### config.mk
export PLATFORM = sky130hd
export DESIGN_NAME = seg_dac_coder
export DESIGN_NICKNAME = d
export VERILOG_FILES = /design/src/rtl/seg_dac_pkg.sv /design/src/rtl/seg_dec2to4.sv /design/src/rtl/seg_pair_fill.sv /design/src/rtl/seg_level.sv /design/src/rtl/seg_thermo.sv /design/src/rtl/seg_out_reg.sv /design/src/rtl/seg_dac_coder.sv
export SDC_FILE = /design/constraint.sdc
export NUM_CORES = 1
export LEC_CHECK = 0
export BUFFER_PORTS_ARGS = -buffer_cell sky130_fd_sc_hd__buf_2
export CORE_MARGIN = 10
export CORE_UTILIZATION = 46
export DETAILED_ROUTE_END_ITERATION = 12
export PLACE_DENSITY = 0.76
export RECOVER_POWER = 50
export SETUP_SLACK_MARGIN = 0.05
export SLEW_MARGIN = 0
export SYNTH_ARGS = -nofsm -noshare
export SYNTH_HDL_FRONTEND = slang
export SYNTH_SLANG_ARGS = --single-unit
### constraint.sdc
create_clock -name clk -period 0.8 [get_ports clk]
set_input_delay 0.04 -clock clk [delete_from_list [all_inputs] [get_ports clk]]
set_output_delay 0.04 -clock clk [all_outputs]
set_load 0.02 [all_outputs]
### src/rtl/seg_dac_pkg.sv
package seg_dac_pkg;

  // Number of unary lines for a segmented field of m bits.
  function automatic int unary_lines(input int m);
    return (1 << m) - 1;
  endfunction

  // Number of bit-pair levels in the hierarchy.
  function automatic int pair_levels(input int m);
    return m / 2;
  endfunction

  // Width of the thermometer vector produced by level j (0-based).
  function automatic int level_width(input int j);
    return (1 << (2 * (j + 1))) - 1;
  endfunction

endpackage

### src/rtl/seg_dec2to4.sv
// Active-low 2-to-4 decoder with active-low enable.
module seg_dec2to4 (
  input  logic       en_n,
  input  logic [1:0] sel,
  output logic [3:0] out_n
);
  always_comb begin
    out_n = 4'b1111;
    if (!en_n) out_n[sel] = 1'b0;
  end
endmodule

### src/rtl/seg_pair_fill.sv
// Lowest level: fills three lines from a 2-bit value, built as a
// zipper over the active-low decoder outputs.
module seg_pair_fill (
  input  logic [1:0] pair,
  output logic [2:0] fill
);
  logic [3:0] hit_n;

  seg_dec2to4 u_dec (
    .en_n (1'b0),
    .sel  (pair),
    .out_n(hit_n)
  );

  logic z2, z1;
  assign z2   = ~hit_n[3];
  assign z1   = z2 | ~hit_n[2];
  assign fill = {z2, z1, hit_n[0] & (z1 | ~hit_n[1])};
endmodule

### src/rtl/seg_level.sv
// One hierarchy level: an upper pair chooses the partial group, groups
// below are full, groups above are empty, boundary lines sit between.
module seg_level #(
  parameter int SUB_W = 3,
  localparam int OUT_W = 4 * SUB_W + 3
) (
  input  logic [1:0]       pair,
  input  logic [SUB_W-1:0] sub,
  output logic [OUT_W-1:0] vec
);
  logic [3:0] grp_n;
  logic [2:0] above;

  seg_dec2to4 u_dec (
    .en_n (1'b0),
    .sel  (pair),
    .out_n(grp_n)
  );

  // above[g] is 1 when the upper pair exceeds g
  assign above[0] = grp_n[0];
  assign above[1] = grp_n[0] & grp_n[1];
  assign above[2] = grp_n[0] & grp_n[1] & grp_n[2];

  for (genvar g = 0; g < 4; g++) begin : g_grp
    localparam int BASE = g * (SUB_W + 1);
    logic [SUB_W-1:0] part;
    // enable-gated pass of the finer pattern (active-low enable)
    assign part = grp_n[g] ? '0 : sub;
    if (g < 3) begin : g_full
      assign vec[BASE +: SUB_W] = above[g] ? '1 : part;
      assign vec[BASE + SUB_W]  = above[g];
    end else begin : g_top
      assign vec[BASE +: SUB_W] = part;
    end
  end
endmodule

### src/rtl/seg_thermo.sv
// Chain of levels turning an M-bit value into 2^M-1 unary lines.
module seg_thermo
  import seg_dac_pkg::*;
#(
  parameter int M = 6,
  localparam int TW  = unary_lines(M),
  localparam int LVL = pair_levels(M)
) (
  input  logic [M-1:0]  seg_val,
  output logic [TW-1:0] therm
);
  for (genvar j = 0; j < LVL; j++) begin : g_lvl
    localparam int W = level_width(j);
    logic [W-1:0] vec;
    if (j == 0) begin : g_base
      seg_pair_fill u_fill (
        .pair(seg_val[1:0]),
        .fill(vec)
      );
    end else begin : g_up
      seg_level #(.SUB_W(level_width(j - 1))) u_lvl (
        .pair(seg_val[2*j +: 2]),
        .sub (g_lvl[j-1].vec),
        .vec (vec)
      );
    end
  end

  assign therm = g_lvl[LVL-1].vec;
endmodule

### src/rtl/seg_out_reg.sv
// Parallel load register with async clear and strobe enable.
module seg_out_reg #(
  parameter int W = 8
) (
  input  logic         clk,
  input  logic         rst_n,
  input  logic         load,
  input  logic [W-1:0] d,
  output logic [W-1:0] q
);
  always_ff @(posedge clk or negedge rst_n) begin
    if (!rst_n)    q <= '0;
    else if (load) q <= d;
  end
endmodule

### src/rtl/seg_dac_coder.sv
module seg_dac_coder
  import seg_dac_pkg::*;
#(
  parameter int N = 16,
  parameter int M = 6,
  localparam int TW = unary_lines(M),
  localparam int BW = N - M
) (
  input  logic          clk,
  input  logic          rst_n,
  input  logic          sample_stb,
  input  logic [N-1:0]  word_in,
  output logic [TW-1:0] unary_q,
  output logic [BW-1:0] binary_q
);
  if (M < 2 || M > 8 || (M % 2) != 0 || N <= M) begin : g_bad_cfg
    $error("seg_dac_coder: M must be even in 2..8 and below N");
  end

  logic [M-1:0]  seg_val;
  logic [TW-1:0] unary_d;

  assign seg_val = word_in[N-1 -: M];

  seg_thermo #(.M(M)) u_thermo (
    .seg_val(seg_val),
    .therm  (unary_d)
  );

  seg_out_reg #(.W(TW + BW)) u_reg (
    .clk  (clk),
    .rst_n(rst_n),
    .load (sample_stb),
    .d    ({unary_d, word_in[BW-1:0]}),
    .q    ({unary_q, binary_q})
  );
endmodule

==> results.sh <==
export IMPL_outcome="complete, but fails checks"
export IMPL_failed_checks="negative setup slack"
export IMPL_synth_edff_count=0
export IMPL_critical_path_class="flop to output pin"
export IMPL_end_kind="output pin"
export IMPL_dp_slack_ns=-0.317
export IMPL_cts_tree="built"
export IMPL_die_x_um=101
export IMPL_seq_area_um2=1850
export IMPL_clockPowerShare_pct=28.4
export IMPL_start_kind="flop"
export IMPL_routed_wl_mm=10.0
export IMPL_netlist_area_um2=2980
export IMPL_layout_setup_ws_ns=-0.167
export IMPL_antenna_found_initial=0
export IMPL_path_buf_inv=1
export IMPL_p_seq_share_pct=45.9
export IMPL_grt_total_usage_pct=18.6
export IMPL_reg_top3="u_reg.q (73)"
export IMPL_drc=0
export IMPL_fillers=358
export IMPL_port_buffers=91
export IMPL_dr_pass1_iters=4
export IMPL_rsz0062_at_grt="yes"
export IMPL_cts_path_max_buffers=2
export IMPL_dp_hpwl_mm=6.15
export IMPL_first_global_vias=2886
export IMPL_multiInputGateArea_um2=1130
export IMPL_maxCapViolCount=0
export IMPL_cp_arrival_ns=0.93
export IMPL_cts_sinks=73
export IMPL_placed_cells=472
export IMPL_syn_inst=284
export IMPL_combinationalPowerShare_pct=25.7
export IMPL_synth_common_cells="73 x dfrtp_1, 34 x nor2_1, 28 x a21oi_1"
export IMPL_cp_max_fo=2
export IMPL_yosysWarnings=0
export IMPL_yosysSeqAreaShare_pct=61.2
export IMPL_slowest_stage="dfrtp_1"
export IMPL_nets=463
export IMPL_fp_coreArea_um2=6310
export IMPL_grt_pass1_wl_mm=15.0
export IMPL_hp_class="input port to flop"
export IMPL_hold_slack_ns=0.0905
export IMPL_ir_worst_vdd_mv=1.35
export IMPL_r2r_slack_ns=-0.07
export IMPL_drt_initial_drc_count=153
export IMPL_critPathTopFamily="flip-flops"
export IMPL_fin_tns_setup_ns=-10.03
export IMPL_fin_crit_sh_pct=121
export IMPL_largest_register="u_reg.q"
export IMPL_internal_power_w=0.00647
export IMPL_p_leak_nw=2.25
export IMPL_io_pins=92
export IMPL_root_buffer="clkbuf_8"
export IMPL_start_util_pct=47.2
export IMPL_largest_register_ffs=73
export IMPL_drive_gt1_share_pct=54.5
export IMPL_globalplace_congestion=0.793
export IMPL_p_total_w=0.00928
export IMPL_postRouteAntennaNets=0
export IMPL_antenna_cells=0
export IMPL_wl_per_cell_um=19.1
export IMPL_fin_crit_ns=0.967
export IMPL_synth_cell_type_count=29
export IMPL_ys_async_sr_fraction_pct=100
export IMPL_timing_fmax_mhz=1030
export IMPL_avgViaCountPerCell=5.39
export IMPL_synth_top_flop_cell="dfrtp_1"
export IMPL_syn_area_per_cell_um2=10.5
export IMPL_die_area_um2=10100
export IMPL_area_growth_pct=67.9
export IMPL_slew_violations=0
export IMPL_grt_ovfl_total=0
export IMPL_yosysMostFrequentCell="dfrtp_1"
export IMPL_synth_area_leaders="dfrtp_1 61%, a21oi_1 4.7%, nor2_1 4.3%"
export IMPL_final_cells=525
export IMPL_timing_slew_headroom_pct=65.2
export IMPL_clk_insertion_delay_late_ns=0.34
export IMPL_htree_levels=3
export IMPL_required_ns=0.76
export IMPL_die_h_um=101
export IMPL_cts_buffers=9
export IMPL_skew_ns=0
export IMPL_tightest_slew_ns=0.522
export IMPL_setup_violations=81
export IMPL_finalHoldViolCount=0
export IMPL_swShare_pct=30.3
export IMPL_crit_chain="buf_6"
export IMPL_grt_max_degree=31
export IMPL_ys_ff_latch=73
export IMPL_clk_pin_slew_ns=0.08
export IMPL_net_switching_power_w=0.00281
export IMPL_synthDominantCellAreaShare_pct=61.2
export IMPL_power_density_nw_per_um2=1850
export IMPL_yosysTopAreaCell="dfrtp_1"
export IMPL_syn_num_nets=303
export IMPL_rows=29
export IMPL_vias=2830
export IMPL_cpPeakStageDelay_ns=0.42
## final timing paths
path,from,endpoint,depth (start not counted)
worst max-delay path,u_reg.q[26],unary_q[16],1
worst min-delay path,word_in[14],u_reg.q[28],3
worst max register to register,u_reg.q[17],u_reg.q[17],2
worst min register to register,u_reg.q[0],u_reg.q[0],1
max in group asynchronous,rst_n,u_reg.q[18],3
min in group asynchronous,rst_n,u_reg.q[71],2
## power by group through the flow
stage	logic [W]	registers (W)	clock network, W
detailed placement	0.00165	0.00423	0
floorplan	0.000534	0.00460	0
global route	0.00256	0.00428	0.00286
CTS	0.00218	0.00422	0.00262
global placement	0.00163	0.00421	0
finish	0.00239	0.00426	0.00264
## placed cells by master, fill, tap and decap left out, drive strengths merged
master,n
o21ai,16
a21oi,28
dfrtp,73
nor2,34
a211oi,2
or2,1
and3,2
dlygate4sd3,11
o22a,2
o221ai,3
o32a,1
nand2,8
nand4,5
o21a,2
clkinv,2
and2,3
o211ai,3
inv,24
o22ai,17
clkinvlp,1
a2111oi,1
clkbuf,13
nor2b,2
nor3,6
mux2,10
buf,161
nand3,8
o31ai,2
nand2b,7
## cell families (layout without fill, tap and decap cells)
group                  after synthesis  count (layout)  synth area share (%)
buffers and inverters               48             212                  7.05
multiplexers                        10              10                  3.78
AO/OA/AOI/OAI                       77              77                  15.9
flip-flops                          73              73                  61.2
AND/OR/NAND/NOR                     76              76                  12.0
## stage by stage
| step | cell area [µm²] | utilization, % |
|---|---|---|
| floorplan | 3050 | - |
| global placement | 3820 | 60.4 |
| detailed placement | 3820 | 60.4 |
| CTS | 4730 | 74.9 |
| global route | 5010 | 79.3 |
| finish | 5010 | 79.3 |
## routing by layer
metal  share of wire (%)  GRT usage [%]  vias to the layer above
met5                   0              0                        -
met2                  50           29.7                      105
met4                 2.3           7.17                        0
li1                    -              -                     1288
met3                 6.8           6.38                       18
met1                  41           22.7                     1419
## worst min-delay path, delay by kind of cell
| kind | cells | cell delay [ns] |
|---|---|---|
| buf+inv | 1 | 0.17 |
| compound gates | 2 | 0.18 |
## area by class of cell
cell class / instances / share of cell area [%]
Clock buffer: 12 / 3.10
Sequential cell: 73 / 36.8
Inverter: 24 / 1.80
Multi-Input combinational cell: 163 / 22.5
Tap cell: 77 / 1.92
Timing Repair Buffer: 173 / 33.5
Clock inverter: 3 / 0.350
## timing repair
action / CTS / global route
endpoints found under the hold margin: 83 / 0
endpoints found under the setup margin: 85 / 119
hold buffers: 11 / 0
resized for setup: 155 / 63
pin swaps: 16 / 13
buffers inserted: 20 / 16
No activity file was read; power rests on OpenSTA's default activity.
